[config.mk]
export PLATFORM = sky130hd
export DESIGN_NAME = mesi_line_ctrl
export DESIGN_NICKNAME = d
export VERILOG_FILES = /design/src/rtl/mle_pkg.sv /design/src/rtl/mle_snoop_decode.sv /design/src/rtl/mle_core_gate.sv /design/src/rtl/mle_fsm_next.sv /design/src/rtl/mesi_line_ctrl.sv
export SDC_FILE = /design/constraint.sdc
export NUM_CORES = 1
export LEC_CHECK = 0
export BUFFER_PORTS_ARGS = -buffer_cell sky130_fd_sc_hd__buf_2
export CORE_MARGIN = 4
export CORE_UTILIZATION = 46
export DETAILED_ROUTE_END_ITERATION = 12
export GPL_TIMING_DRIVEN = 0
export PLACE_DENSITY = 0.74
export SYNTH_ARGS = -nofsm -noshare
export SYNTH_HDL_FRONTEND = slang
export SYNTH_SLANG_ARGS = --single-unit
[constraint.sdc]
create_clock -name clk -period 2 [get_ports clk]
set_input_delay 0.2 -clock clk [delete_from_list [all_inputs] [get_ports clk]]
set_output_delay 0.2 -clock clk [all_outputs]
set_load 0.01 [all_outputs]
[src/rtl/mle_pkg.sv]
// Shared types for the MESI line controller.
package mle_pkg;
    typedef enum logic [3:0] {
        ST_I     = 4'd0,
        ST_S     = 4'd1,
        ST_E     = 4'd2,
        ST_M     = 4'd3,
        ST_IS_AD = 4'd4,
        ST_IS_D  = 4'd5,
        ST_IM_AD = 4'd6,
        ST_IM_D  = 4'd7,
        ST_SM_AD = 4'd8,
        ST_SM_D  = 4'd9,
        ST_MI_A  = 4'd10,
        ST_EI_A  = 4'd11,
        ST_II_A  = 4'd12
    } line_st_t;

    localparam logic [1:0] BUS_GETS = 2'd0;
    localparam logic [1:0] BUS_GETM = 2'd1;
    localparam logic [1:0] BUS_PUTM = 2'd2;

    localparam logic [1:0] OP_LOAD  = 2'd0;
    localparam logic [1:0] OP_STORE = 2'd1;
    localparam logic [1:0] OP_REPL  = 2'd2;

    // Classified bus event, split by requester.
    typedef struct packed {
        logic own_gets;
        logic own_getm;
        logic own_putm;
        logic oth_gets;
        logic oth_getm;
    } snoop_t;

    // Accepted core request, one-hot or empty.
    typedef struct packed {
        logic ld;
        logic st;
        logic rp;
    } core_req_t;

    // Actions produced by one transition.
    typedef struct packed {
        logic       req_v;
        logic [1:0] req_cmd;
        logic       data;
        logic       nodata;
        logic       nodata_e;
        logic       done;
    } act_t;
endpackage

[src/rtl/mle_snoop_decode.sv]
// Classifies the ordered bus event as this cache's own request or another
// cache's. Assumes at most one bus event per cycle and that bus_src equal to
// CORE_ID marks this cache. Another cache's PutM never affects this line, so
// it is not decoded.
module mle_snoop_decode
    import mle_pkg::*;
#(
    parameter int SRC_W   = 2,
    parameter int CORE_ID = 0
) (
    input  logic             bus_valid,
    input  logic [1:0]       bus_cmd,
    input  logic [SRC_W-1:0] bus_src,
    output snoop_t           snoop
);
    localparam logic [SRC_W-1:0] OWN_ID = SRC_W'(CORE_ID);

    logic own;
    logic oth;

    // Split the event by requester and by command.
    always_comb begin
        own = bus_valid && (bus_src == OWN_ID);
        oth = bus_valid && (bus_src != OWN_ID);
        snoop.own_gets = own && (bus_cmd == BUS_GETS);
        snoop.own_getm = own && (bus_cmd == BUS_GETM);
        snoop.own_putm = own && (bus_cmd == BUS_PUTM);
        snoop.oth_gets = oth && (bus_cmd == BUS_GETS);
        snoop.oth_getm = oth && (bus_cmd == BUS_GETM);
    end
endmodule

[src/rtl/mle_core_gate.sv]
// Accepts a core request only in a stable state and only in a cycle with no
// bus event and no response. Assumes the core holds a refused request and
// offers it again later.
module mle_core_gate
    import mle_pkg::*;
(
    input  logic      core_valid,
    input  logic [1:0] core_op,
    input  line_st_t  state,
    input  logic      bus_valid,
    input  logic      rsp_valid,
    output logic      core_ready,
    output core_req_t req
);
    logic stable;

    // Decide acceptance and decode the accepted operation.
    always_comb begin
        stable     = (state == ST_I) || (state == ST_S) ||
                     (state == ST_E) || (state == ST_M);
        core_ready = stable && !bus_valid && !rsp_valid;
        req.ld     = core_valid && core_ready && (core_op == OP_LOAD);
        req.st     = core_valid && core_ready && (core_op == OP_STORE);
        req.rp     = core_valid && core_ready && (core_op == OP_REPL);
    end
endmodule

[src/rtl/mle_fsm_next.sv]
// Transition table of the line: next state and actions from the current
// state, one accepted core request, one classified snoop and one response.
// Assumes the core gate keeps core requests apart from bus and response cycles.
module mle_fsm_next
    import mle_pkg::*;
(
    input  line_st_t  state,
    input  core_req_t req,
    input  snoop_t    snoop,
    input  logic      rsp_valid,
    input  logic      rsp_excl,
    output line_st_t  nxt,
    output act_t      act
);
    // Evaluate the transition for the current event.
    always_comb begin
        nxt = state;
        act = '0;
        unique case (state)
            ST_I: begin
                if (req.ld) begin
                    nxt = ST_IS_AD; act.req_v = 1'b1; act.req_cmd = BUS_GETS;
                end else if (req.st) begin
                    nxt = ST_IM_AD; act.req_v = 1'b1; act.req_cmd = BUS_GETM;
                end
            end
            ST_IS_AD: if (snoop.own_gets) nxt = ST_IS_D;
            ST_IS_D: begin
                if (rsp_valid) begin
                    nxt = rsp_excl ? ST_E : ST_S;
                    act.done = 1'b1;
                end
            end
            ST_IM_AD: if (snoop.own_getm) nxt = ST_IM_D;
            ST_IM_D, ST_SM_D: begin
                if (rsp_valid) begin
                    nxt = ST_M; act.done = 1'b1;
                end
            end
            ST_S: begin
                if (req.ld) begin
                    act.done = 1'b1;
                end else if (req.st) begin
                    nxt = ST_SM_AD; act.req_v = 1'b1; act.req_cmd = BUS_GETM;
                end else if (req.rp || snoop.oth_getm) begin
                    nxt = ST_I;
                end
            end
            ST_SM_AD: begin
                if (snoop.own_getm)      nxt = ST_SM_D;
                else if (snoop.oth_getm) nxt = ST_IM_AD;
            end
            ST_E, ST_M: begin
                if (req.ld) begin
                    act.done = 1'b1;
                end else if (req.st) begin
                    nxt = ST_M; act.done = 1'b1;
                end else if (req.rp) begin
                    nxt = (state == ST_E) ? ST_EI_A : ST_MI_A;
                    act.req_v = 1'b1; act.req_cmd = BUS_PUTM;
                end else if (snoop.oth_gets) begin
                    nxt = ST_S; act.data = 1'b1;
                end else if (snoop.oth_getm) begin
                    nxt = ST_I; act.data = 1'b1;
                end
            end
            ST_MI_A, ST_EI_A: begin
                if (snoop.own_putm) begin
                    nxt = ST_I;
                    if (state == ST_MI_A) act.data = 1'b1;
                    else                  act.nodata_e = 1'b1;
                end else if (snoop.oth_gets || snoop.oth_getm) begin
                    nxt = ST_II_A; act.data = 1'b1;
                end
            end
            ST_II_A: begin
                if (snoop.own_putm) begin
                    nxt = ST_I; act.nodata = 1'b1;
                end
            end
            default: nxt = ST_I;
        endcase
    end
endmodule

[src/rtl/mesi_line_ctrl.sv]
// Per-line MESI coherence controller for a private cache on an atomic,
// totally ordered snooping bus. Holds the state register and registers every
// action, so outputs appear in the cycle after the event that caused them.
// Assumes one bus event per cycle and that a response arrives only after the
// line's own request has been ordered.
module mesi_line_ctrl
    import mle_pkg::*;
#(
    parameter int SRC_W   = 2,
    parameter int CORE_ID = 0
) (
    input  logic             clk,
    input  logic             rst_n,
    input  logic             core_valid,
    input  logic [1:0]       core_op,
    output logic             core_ready,
    output logic             core_done,
    input  logic             bus_valid,
    input  logic [1:0]       bus_cmd,
    input  logic [SRC_W-1:0] bus_src,
    input  logic             rsp_valid,
    input  logic             rsp_excl,
    output logic             req_valid,
    output logic [1:0]       req_cmd,
    output logic             send_data,
    output logic             send_nodata,
    output logic             send_nodata_e,
    output logic [3:0]       line_state
);
    line_st_t  state_q;
    line_st_t  state_d;
    snoop_t    snoop;
    core_req_t creq;
    act_t      act_d;
    act_t      act_q;

    mle_snoop_decode #(.SRC_W(SRC_W), .CORE_ID(CORE_ID)) u_snoop (
        .bus_valid (bus_valid),
        .bus_cmd   (bus_cmd),
        .bus_src   (bus_src),
        .snoop     (snoop)
    );

    mle_core_gate u_gate (
        .core_valid (core_valid),
        .core_op    (core_op),
        .state      (state_q),
        .bus_valid  (bus_valid),
        .rsp_valid  (rsp_valid),
        .core_ready (core_ready),
        .req        (creq)
    );

    mle_fsm_next u_next (
        .state     (state_q),
        .req       (creq),
        .snoop     (snoop),
        .rsp_valid (rsp_valid),
        .rsp_excl  (rsp_excl),
        .nxt       (state_d),
        .act       (act_d)
    );

    // Register the line state and the action pulses.
    always_ff @(posedge clk) begin
        if (!rst_n) begin
            state_q <= ST_I;
            act_q   <= '0;
        end else begin
            state_q <= state_d;
            act_q   <= act_d;
        end
    end

    // Drive the outputs from the registers.
    always_comb begin
        line_state    = state_q;
        req_valid     = act_q.req_v;
        req_cmd       = act_q.req_cmd;
        send_data     = act_q.data;
        send_nodata   = act_q.nodata;
        send_nodata_e = act_q.nodata_e;
        core_done     = act_q.done;
    end
endmodule

==> results of run 1 <==
-- logic make-up after synthesis --
| family | Yosys count |
|---|---|
| and+or+nand+nor | 64 |
| AOI/OAI and AO/OA | 31 |
| buffers and inverters | 14 |
| DFF | 11 |
| xor gates and xnor gates | 1 |
| muxes | 1 |
-- metal layers --
metal / up-vias / part of all wire / GRT usage
met2: 58 / 0.50 / 0.3828
met1: 489 / 0.41 / 0.2609
met5: - / 0 / 0
met4: 0 / 0.014 / 0.04255
met3: 6 / 0.077 / 0.06877
li1: 528 / - / -
-- power by group --
part,total (mW),internal (mW),switching (mW)
Sequential,0.300,0.251,0.0482
Combinational,0.685,0.305,0.380
Clock,0.148,0.0772,0.0709
-- worst max-delay path, stage by stage (launching register included) --
cell and delay, ns:
dfxtp_4 0.36, or4_4 0.53, nor3_4 0.26, o32ai_4 0.14, or4_4 0.56, o21ai_1 0.14
a21oi_1 0.07
-- path summary, 6_finish.rpt --
| kind | to | slack [ns] | cells after the start |
|---|---|---|---|
| worst min register to register | req_valid$_SDFF_PN0_ | 0.74 | 3 |
| worst max-delay path | line_state[3]$_SDFFE_PN0P_ | -0.18 | 6 |
| worst min-delay path | send_data$_SDFF_PN0_ | 0.21 | 3 |
| worst max register to register | line_state[3]$_SDFFE_PN0P_ | -0.18 | 6 |
-- per-stage QoR --
stage	utilization	setup TNS [ns]	instance area, um^2	worst slack (ns)	hold slack (ns)
floorplan	-	-0.04963	923.4	-0.03140	0.3161
global placement	0.5944	-0.6008	1060	-0.1983	0.4833
detailed placement	0.5944	-0.6255	1060	-0.2089	0.4851
CTS	0.6653	-0.3669	1186	-0.1758	0.1971
global route	0.6933	-0.6437	1236	-0.2372	0.2074
finish	0.6933	-0.3886	1236	-0.1812	0.2098
-- cells in the final DEF, fill, tap and decap left out, drive strengths merged, types with 2 or more instances in the layout --
| cell | Yosys | layout |
|---|---|---|
| a211oi | 2 | 2 |
| a21oi | 6 | 6 |
| a31oi | 2 | 2 |
| and2 | 2 | 2 |
| and4 | 3 | 3 |
| buf | 3 | 33 |
| clkbuf | 4 | 8 |
| dfxtp | 11 | 11 |
| inv | 7 | 7 |
| nand2 | 11 | 11 |
| nand2b | 4 | 4 |
| nand3 | 4 | 4 |
| nand3b | 2 | 2 |
| nor2 | 8 | 8 |
| nor2b | 4 | 4 |
| nor3 | 5 | 5 |
| nor3b | 2 | 2 |
| nor4 | 4 | 4 |
| nor4b | 2 | 2 |
| o21ai | 12 | 12 |
| o22ai | 2 | 2 |
| or3 | 3 | 3 |
| or3b | 2 | 2 |
| or4 | 2 | 2 |
| or4b | 3 | 3 |
-- registers in the layout, summed over array words and instances (netlist names) --
register       flops
send_nodata        1
req_cmd            2
core_done          1
send_data          1
line_state         4
send_nodata_e      1
req_valid          1
-- cell type report --
type / instances / area, um^2
repair buffers: 30 / 172.7
flip-flops and latches: 11 / 227.7
multi-input cells: 97 / 710.7
fillers: 153 / 546.8
well taps: 25 / 31.28
inverters: 7 / 26.28
plain buffers: 7 / 41.29
clock buffers: 4 / 26.28
-- repair_timing --
| item | 4_1_cts | 5_1_grt |
|---|---|---|
| endpoints found under the setup margin | 4 | 4 |
| cloned | 0 | 0 |
| setup buffers | 6 | 3 |
| pin swaps | 7 | 6 |
| resized for setup | 11 | 6 |
==> results.ini, run 1 <==
[clock_network]
cts_tree = built
clockBufferDepth = 2
clk_latency_ns = 0.26
numCtsBuffers = 3
htree_levels = 1
clock-sinks = 11
clk_pin_slew_ns = 0.07
cts.root.buffer_cell = clkbuf_4
cts_hold_buf = 0

[floorplan]
die-area_um2 = 2718
die_y_um = 52.13
rows = 15
die_x_um = 52.13
core-area_um2 = 1783
initial_core_util = 0.5025
ioPinCount = 24

[synth]
ys_seq_elements = 11
synth_xor_area_frac = 0.009777
yosys.area.top_type_share = 0.2458
synthMuxAreaShare = 0.01117
yosys-top-cells-area = dfxtp_1, o21ai_0, nand2_1
synth-compound-area-share = 0.2109
yosys-top-cells-count = dfxtp_1, nand2_1, o21ai_0
syn_nets = 134
ys_async_sr_fraction = 0
yosysSeqAreaShare = 0.2458
synth_ff_type = dfxtp_1
synth-simple-area-share = 0.4539
synthDistinctLibCells = 43
synthCells = 122
ys.warnings.count = 0
syn_area_um2 = 895.9
synth_top_family_by_area = simple AND/OR/NAND/NOR gates
syn_area_per_cell_um2 = 7.343
yosys.area.top_type = dfxtp_1
synth_edf_count = 0
synthAdderAreaFrac = 0

[grt]
grt.total_usage = 0.2186
antenna_found_initial = 0
grt_pass1_vias = 952
grt_start_max_net_pins = 11
grt-ovfl-total = 0
grt_pass1_wl_mm = 4.388

[place]
hpwl_mm = 1.963
dp.cells = 168
finalWeightedCongestion = 0.9230
numPortBuffers = 21

[sta]
clock.fmax_mhz = 458.5
fin_crit_sh = 1.091
worst_slack_ns = -0.1812
tightest_slew_ns = 0.7900
slew_viol_final = 0
period_needed_ns = 2.181
relSlewSlack = 0.4720
grt_setup_unrepaired = true
finalSetupViolCount = 4
finClkSkew_ns = 0.0007614
hold_viol = 0

[status]
status = complete, but fails checks
violations = setup timing

[power]
power_density_nw_per_um2 = 916.0
finalPower_mw = 1.132
vdd_drop_max_v = 0.0006913
p_leak_nw = 0.5027

[critical_path]
r2r_start = line_state[2]$_SDFFE_PN0P_
worstSetupPathType = reg2reg
path_max_fanout = 4
required_ns = 2.15
cp-startpoint = line_state[2]$_SDFFE_PN0P_
critPathArrivalTime_ns = 2.33
worstSetupStartpointType = register
endpoint_kind = register

[run]
drv_cap = 0

[route]
wl_per_cell_um = 15.78
drt-total-wl_mm = 2.856
via_per_inst = 5.972
drcViolationCount = 0
dr.pass1.iters = 4
drtIter0Drc = 49
ant_nets = 0
vias = 1081

[layout]
nNetsFinal = 169
drive_above_1_share = 0.3718
antennaDiodeCount = 0
finalNonFillerCells = 181
synthToLayoutAreaGrowth_pct = 37.99

[hold_path]
min_from = rst_n
hold_path.class = in2reg

(Power assumes the default switching activity.)
==> inputs of run 2 (changes only) <==
- BUFFER_PORTS_ARGS: -buffer_cell sky130_fd_sc_hd__buf_2 -> -buffer_cell sky130_fd_sc_hd__buf_4
==> results.ini, run 2 (synthesis gave the netlist of run 1 again) <==
[status]
status = complete, but fails checks
violations = setup timing

[sta]
slew_viol_final = 0  ; unchanged
finalSetupViolCount = 4  ; unchanged
period_needed_ns = 2.169  ; -0.01264 ns
grt_setup_unrepaired = true
tightest_slew_ns = 0.7756  ; -0.01446 ns
hold_viol = 0  ; unchanged
relSlewSlack = 0.4816  ; +0.009663
worst_slack_ns = -0.1686  ; +0.01264 ns
setup_tns_ns = -0.4384  ; -0.04981 ns
finClkSkew_ns = 0.004373  ; +0.003612 ns
fin_hold_ws_ns = 0.2043  ; -0.005518 ns
fin_crit_sh = 1.084  ; -0.006319
clock.fmax_mhz = 461.1  ; +0.58%

[place]
hpwl_mm = 1.917  ; -2.4%
numPortBuffers = 21  ; unchanged
finalWeightedCongestion = 0.9069  ; -1.7%
dp_slack_ns = -0.1833  ; +0.02563 ns
dp.cells = 168  ; unchanged
post_dp_cell_area_um2 = 1112  ; +5.0%

[floorplan]
initial_core_util = 0.5025  ; unchanged
rows = 15  ; unchanged
core-area_um2 = 1783  ; unchanged
die_y_um = 52.13  ; unchanged
die_x_um = 52.13  ; unchanged
die-area_um2 = 2718  ; unchanged
ioPinCount = 24  ; unchanged

[power]
switching_power_mw = 0.4691  ; -6.0%
p_leak_nw = 0.4721  ; -6.1%
combPwrFrac = 0.583  ; -0.022
internal_power_mw = 0.6148  ; -2.9%
vdd_drop_max_v = 0.0007294  ; +5.5%
p_sw_frac = 0.4328  ; -0.007810
power_density_nw_per_um2 = 903.4  ; -1.4%
power_frac_clock = 0.133  ; +0.002
finalPower_mw = 1.084  ; -4.3%
seq_power_share = 0.284  ; +0.019

[layout]
fin_util = 0.6730  ; -0.02035
design_area_um2 = 1200  ; -2.9%
synthToLayoutAreaGrowth_pct = 33.94
nNetsFinal = 162  ; -4.1%
antennaDiodeCount = 0  ; unchanged
finalNonFillerCells = 174  ; -3.9%
final_common_cell = buf_4
most-common-layout-cells = buf_4, nand2_1, o21ai_0
largest_reg_flops = 4  ; unchanged
drive_above_1_share = 0.3221  ; -0.04965

[route]
via_per_inst = 6.172  ; +3.3%
drcViolationCount = 0  ; unchanged
dr.pass1.iters = 4  ; unchanged
drtIter0Drc = 44  ; -10%
ant_nets = 0  ; unchanged
drt-total-wl_mm = 2.708  ; -5.2%
vias = 1074  ; -0.65%
wl_per_cell_um = 15.56  ; -1.4%

[clock_network]
clock-sinks = 11  ; unchanged
numCtsBuffers = 3  ; unchanged
cts_tree = built
clk_latency_ns = 0.27  ; about the same
clockBufferDepth = 2  ; unchanged
htree_levels = 1  ; unchanged
cts_hold_buf = 0  ; unchanged
clk_pin_slew_ns = 0.06  ; about the same
cts.root.buffer_cell = clkbuf_4

[critical_path]
required_ns = 2.15  ; about the same
endpoint_kind = register
worstSetupStartpointType = register
worstSetupPathType = reg2reg
critPathArrivalTime_ns = 2.32  ; about the same
path_max_fanout = 10  ; +6

[grt]
grt_pass1_wl_mm = 4.353  ; -0.80%
antenna_found_initial = 0  ; unchanged
grt-ovfl-total = 0  ; unchanged
grt.total_usage = 0.2144  ; -0.004169
grt_pass1_vias = 943  ; -0.95%
grt_start_max_net_pins = 11  ; unchanged

[hold_path]
hold_path.class = in2reg

[run]
drv_cap = 0  ; unchanged

[run 2: changes by cell type in the layout (fill, tap and decap cells not counted), sizes merged]
cell | before | now
buf | 33 | 26
[run 2: critical path, cell delays in order, from the launching register on]
cell	delay, ns
dfxtp_2	0.33
buf_6	0.13
or4_4	0.45
nor3_4	0.24
o32ai_2	0.14
or4_4	0.54
nor3_4	0.17
nor3_1	0.05
[run 2: path summary, 6_finish.rpt]
check                             start                         end  slack (ns)  cells past startpoint
max          line_state[3]$_SDFFE_PN0P_  line_state[1]$_SDFFE_PN0P_       -0.17                      7
min                               rst_n        send_data$_SDFF_PN0_        0.20                      3
max reg2reg  line_state[3]$_SDFFE_PN0P_  line_state[1]$_SDFFE_PN0P_       -0.17                      7
min reg2reg  line_state[0]$_SDFFE_PN0P_        req_valid$_SDFF_PN0_        0.74                      3
[run 2: timing repair]
| action | CTS | global route |
|---|---|---|
| buffers inserted | 1 | 1 |
| cloned | 0 | 0 |
| gates resized for setup | 5 | 7 |
| pin swaps | 4 | 3 |
| endpoints found under the hold margin | 0 | 0 |
| endpoints found under the setup margin | 4 | 4 |
[run 2: cell type report]
type / instances / area (um^2)
multi-input cells: 97 / 673.1
fillers: 157 / 583.1
flip-flops and latches: 11 / 227.7
repair buffers: 23 / 172.7
plain buffers: 7 / 42.54
well taps: 25 / 31.28
clock buffers: 4 / 26.28
inverters: 7 / 26.28
[run 2: power by group through the flow]
stage / Combinational [mW] / Sequential, mW / Clock [mW]
after floorplan: 0.391 / 0.293 / 0
after detailed placement: 0.536 / 0.303 / 0
after global routing: 0.687 / 0.313 / 0.164
after CTS: 0.553 / 0.305 / 0.151
after global placement: 0.527 / 0.301 / 0
final: 0.632 / 0.307 / 0.144
[run 2: metal layers]
metal / vias to the layer above / routed length, um / GRT usage
met3: 6 / 237 / 0.06017
met1: 499 / 1093 / 0.2800
li1: 511 / - / -
met5: - / 0 / 0
met4: 0 / 49 / 0.08936
met2: 58 / 1329 / 0.3285
==> inputs of run 3 (changes only) <==
==> constraint.sdc (replaced) <==
create_clock -name clk -period 2 [get_ports clk]
set_input_delay 0.2 -clock clk [delete_from_list [all_inputs] [get_ports clk]]
set_output_delay 0.2 -clock clk [all_outputs]
set_load 0.005 [all_outputs]
==> results.ini, run 3 (synthesis gave the netlist of run 1 again) <==
[critical_path]
required_ns = 2.16  ; about the same
worstSetupPathType = reg2reg
critPathBufInv = 1  ; unchanged
cpPeakStageDelay_ns = 0.54  ; about the same
path_max_fanout = 9  ; -1
endpoint_kind = register
rr_endpoint = line_state[1]$_SDFFE_PN0P_
r2r_start = line_state[3]$_SDFFE_PN0P_
cp_cell_sequence = buf_6 -> or4_4 -> nor3_4 -> o32ai_4 -> or4_4 -> nor3_4 -> nor3_1
ff2ff_setup_slack_ns = -0.16  ; about the same
critPathArrivalTime_ns = 2.32  ; about the same
rr_worst_depth = 7  ; unchanged
worstSetupStartpointType = register
path_delay_family = simple AND/OR/NAND/NOR gates
slowest_stage = or4_4

[layout]
fin_util = 0.7109  ; +0.03790
most-common-layout-cells = buf_4, nand2_1, o21ai_0
drive_above_1_share = 0.3677  ; +0.04559
fillers = 150  ; -4.5%
synthToLayoutAreaGrowth_pct = 41.48
largest_reg_flops = 4  ; unchanged
antennaDiodeCount = 0  ; unchanged
multi_input_area_um2 = 698.2  ; +3.7%
layout.area.seq_um2 = 230.2  ; +1.1%
nNetsFinal = 168  ; +3.7%
final_common_cell = buf_4

[run]
drv_cap = 0  ; unchanged

[route]
topRoutingLayerUsed = met4
m1WireLength_mm = 1.126  ; +3.0%
drt-total-wl_mm = 2.876  ; +6.2%
vias = 1075  ; +0.093%
wl_met2_mm = 1.480  ; +11%
wl_per_cell_um = 15.98  ; +2.7%
dr.pass1.iters = 4  ; unchanged
drcViolationCount = 0  ; unchanged
wl_met3_um = 236  ; -0.42%
drtIter0Drc = 40  ; -9.1%
via_per_inst = 5.972  ; -3.2%
ant_nets = 0  ; unchanged

[sta]
tightest_slew_ns = 0.7520  ; -0.02357 ns
fin_crit_sh = 1.082  ; -0.002566
finClkSkew_ns = 0.0004908  ; -0.003882 ns
hold_viol = 0  ; unchanged
grt_setup_unrepaired = true
finalSetupViolCount = 4  ; unchanged
clock.fmax_mhz = 462.2  ; +0.24%
slew_viol_final = 0  ; unchanged
fin_hold_ws_ns = 0.1991  ; -0.005200 ns
worst_slack_ns = -0.1635  ; +0.005133 ns
relSlewSlack = 0.4974  ; +0.01575
period_needed_ns = 2.163  ; -0.005133 ns

[grt]
grt_pass1_vias = 998  ; +5.8%
grt_start_max_net_pins = 11  ; unchanged
antenna_found_initial = 0  ; unchanged
grt.total_usage = 0.2061  ; -0.008338
grt_pass1_wl_mm = 4.291  ; -1.4%
grt-ovfl-total = 0  ; unchanged

[floorplan]
ioPinCount = 24  ; unchanged
initial_core_util = 0.5025  ; unchanged
core-area_um2 = 1783  ; unchanged
die_y_um = 52.13  ; unchanged
die_x_um = 52.13  ; unchanged
rows = 15  ; unchanged
die-area_um2 = 2718  ; unchanged

[clock_network]
clk_latency_ns = 0.27  ; about the same
cts_tree = built
numCtsBuffers = 3  ; unchanged
cts_hold_buf = 0  ; unchanged
clockBufferDepth = 2  ; unchanged
htree_levels = 1  ; unchanged
clk_pin_slew_ns = 0.07  ; about the same
cts.root.buffer_cell = clkbuf_4
clock-sinks = 11  ; unchanged

[hold_path]
hold_path.class = in2reg
hold_depth = 3  ; unchanged
min_from = rst_n
min_to = send_data$_SDFF_PN0_

[status]
status = complete, but fails checks
violations = setup timing

[power]
vdd_drop_max_v = 0.0007621  ; +4.5%
p_leak_nw = 0.5040  ; +6.8%
power_density_nw_per_um2 = 905.1  ; +0.19%

[place]
finalWeightedCongestion = 0.9143  ; +0.82%
hpwl_mm = 1.997  ; +4.2%
numPortBuffers = 21  ; unchanged

run 3: cell types whose count changed in the layout (fill, tap and decap cells not counted):
cell,change
buf_4,+4
clkbuf_2,+2
a211oi_1,-1
a211oi_2,+1
dfxtp_2,-1
dfxtp_4,+1
nor3b_1,-1
nor3b_2,+1
o21ai_1,-1
o21ai_2,+1
o32ai_2,-1
o32ai_4,+1
run 3: what timing repair did:
| action | CTS | global route |
|---|---|---|
| setup endpoints to repair | 4 | 4 |
| buffers inserted | 2 | 7 |
| gates resized for setup | 5 | 12 |
| pin swaps | 3 | 4 |
| cloned | 0 | 0 |
run 3: stage by stage:
stage / area [um^2] / std cells / setup TNS, ns / worst slack [ns] / power (mW)
2_1_floorplan: 923.4 / 122 / -0.03230 / -0.01639 / 0.6734
3_3_place_gp: 1112 / 168 / -0.6736 / -0.1869 / 0.8192
3_5_place_dp: 1112 / 168 / -0.6854 / -0.2097 / 0.8284
4_1_cts: 1171 / 174 / -0.4394 / -0.1273 / 1.002
5_1_grt: 1267 / 180 / -0.6572 / -0.2441 / 1.229
6_report: 1267 / 180 / -0.3477 / -0.1635 / 1.147
run 3: where the power goes:
| part | total (mW) | switching (mW) | leakage (nW) | internal (mW) |
|---|---|---|---|---|
| combinational | 0.699 | 0.372 | 0.398 | 0.326 |
| clock | 0.153 | 0.0752 | 0.0150 | 0.0773 |
| sequential | 0.296 | 0.0421 | 0.0914 | 0.254 |
| total | 1.15 | 0.490 | 0.504 | 0.657 |
run 3: worst max path at each step:
| stage | end | startpoint | slack [ns] | cells after the start |
|---|---|---|---|---|
| 6_report | line_state[1]$_SDFFE_PN0P_ | line_state[3]$_SDFFE_PN0P_ | -0.16 | 7 |
| 5_1_grt | line_state[1]$_SDFFE_PN0P_ | line_state[3]$_SDFFE_PN0P_ | -0.24 | 7 |
| 4_1_cts | line_state[1]$_SDFFE_PN0P_ | line_state[3]$_SDFFE_PN0P_ | -0.13 | 7 |
| 3_5_place_dp | line_state[3]$_SDFFE_PN0P_ | bus_src[1] | -0.21 | 7 |
| 3_3_place_gp | line_state[3]$_SDFFE_PN0P_ | bus_src[1] | -0.19 | 7 |
| 2_1_floorplan | line_state[1]$_SDFFE_PN0P_ | line_state[3]$_SDFFE_PN0P_ | -0.02 | 7 |
run 3: routing by layer:
metal | global-route usage | vias up
li1 | - | 519
met5 | 0 | -
met3 | 0.07736 | 4
met2 | 0.3410 | 52
met4 | 0.04255 | 0
met1 | 0.2539 | 500
run 3: worst register-to-register path, cell delays in order, from the launching register on:
cell     delay (ns)
dfxtp_2        0.33
buf_6          0.13
or4_4          0.45
nor3_4         0.24
o32ai_4        0.14
or4_4          0.54
nor3_4         0.17
nor3_1         0.06
run 3: area by class of cell:
type                    count  share of cell area
multi-input cells          97              0.5508
flip-flops and latches     11              0.1816
repair buffers             29              0.1678
plain buffers               7             0.03356
well taps                  25             0.02468
clock buffers               4             0.02073
inverters                   7             0.02073
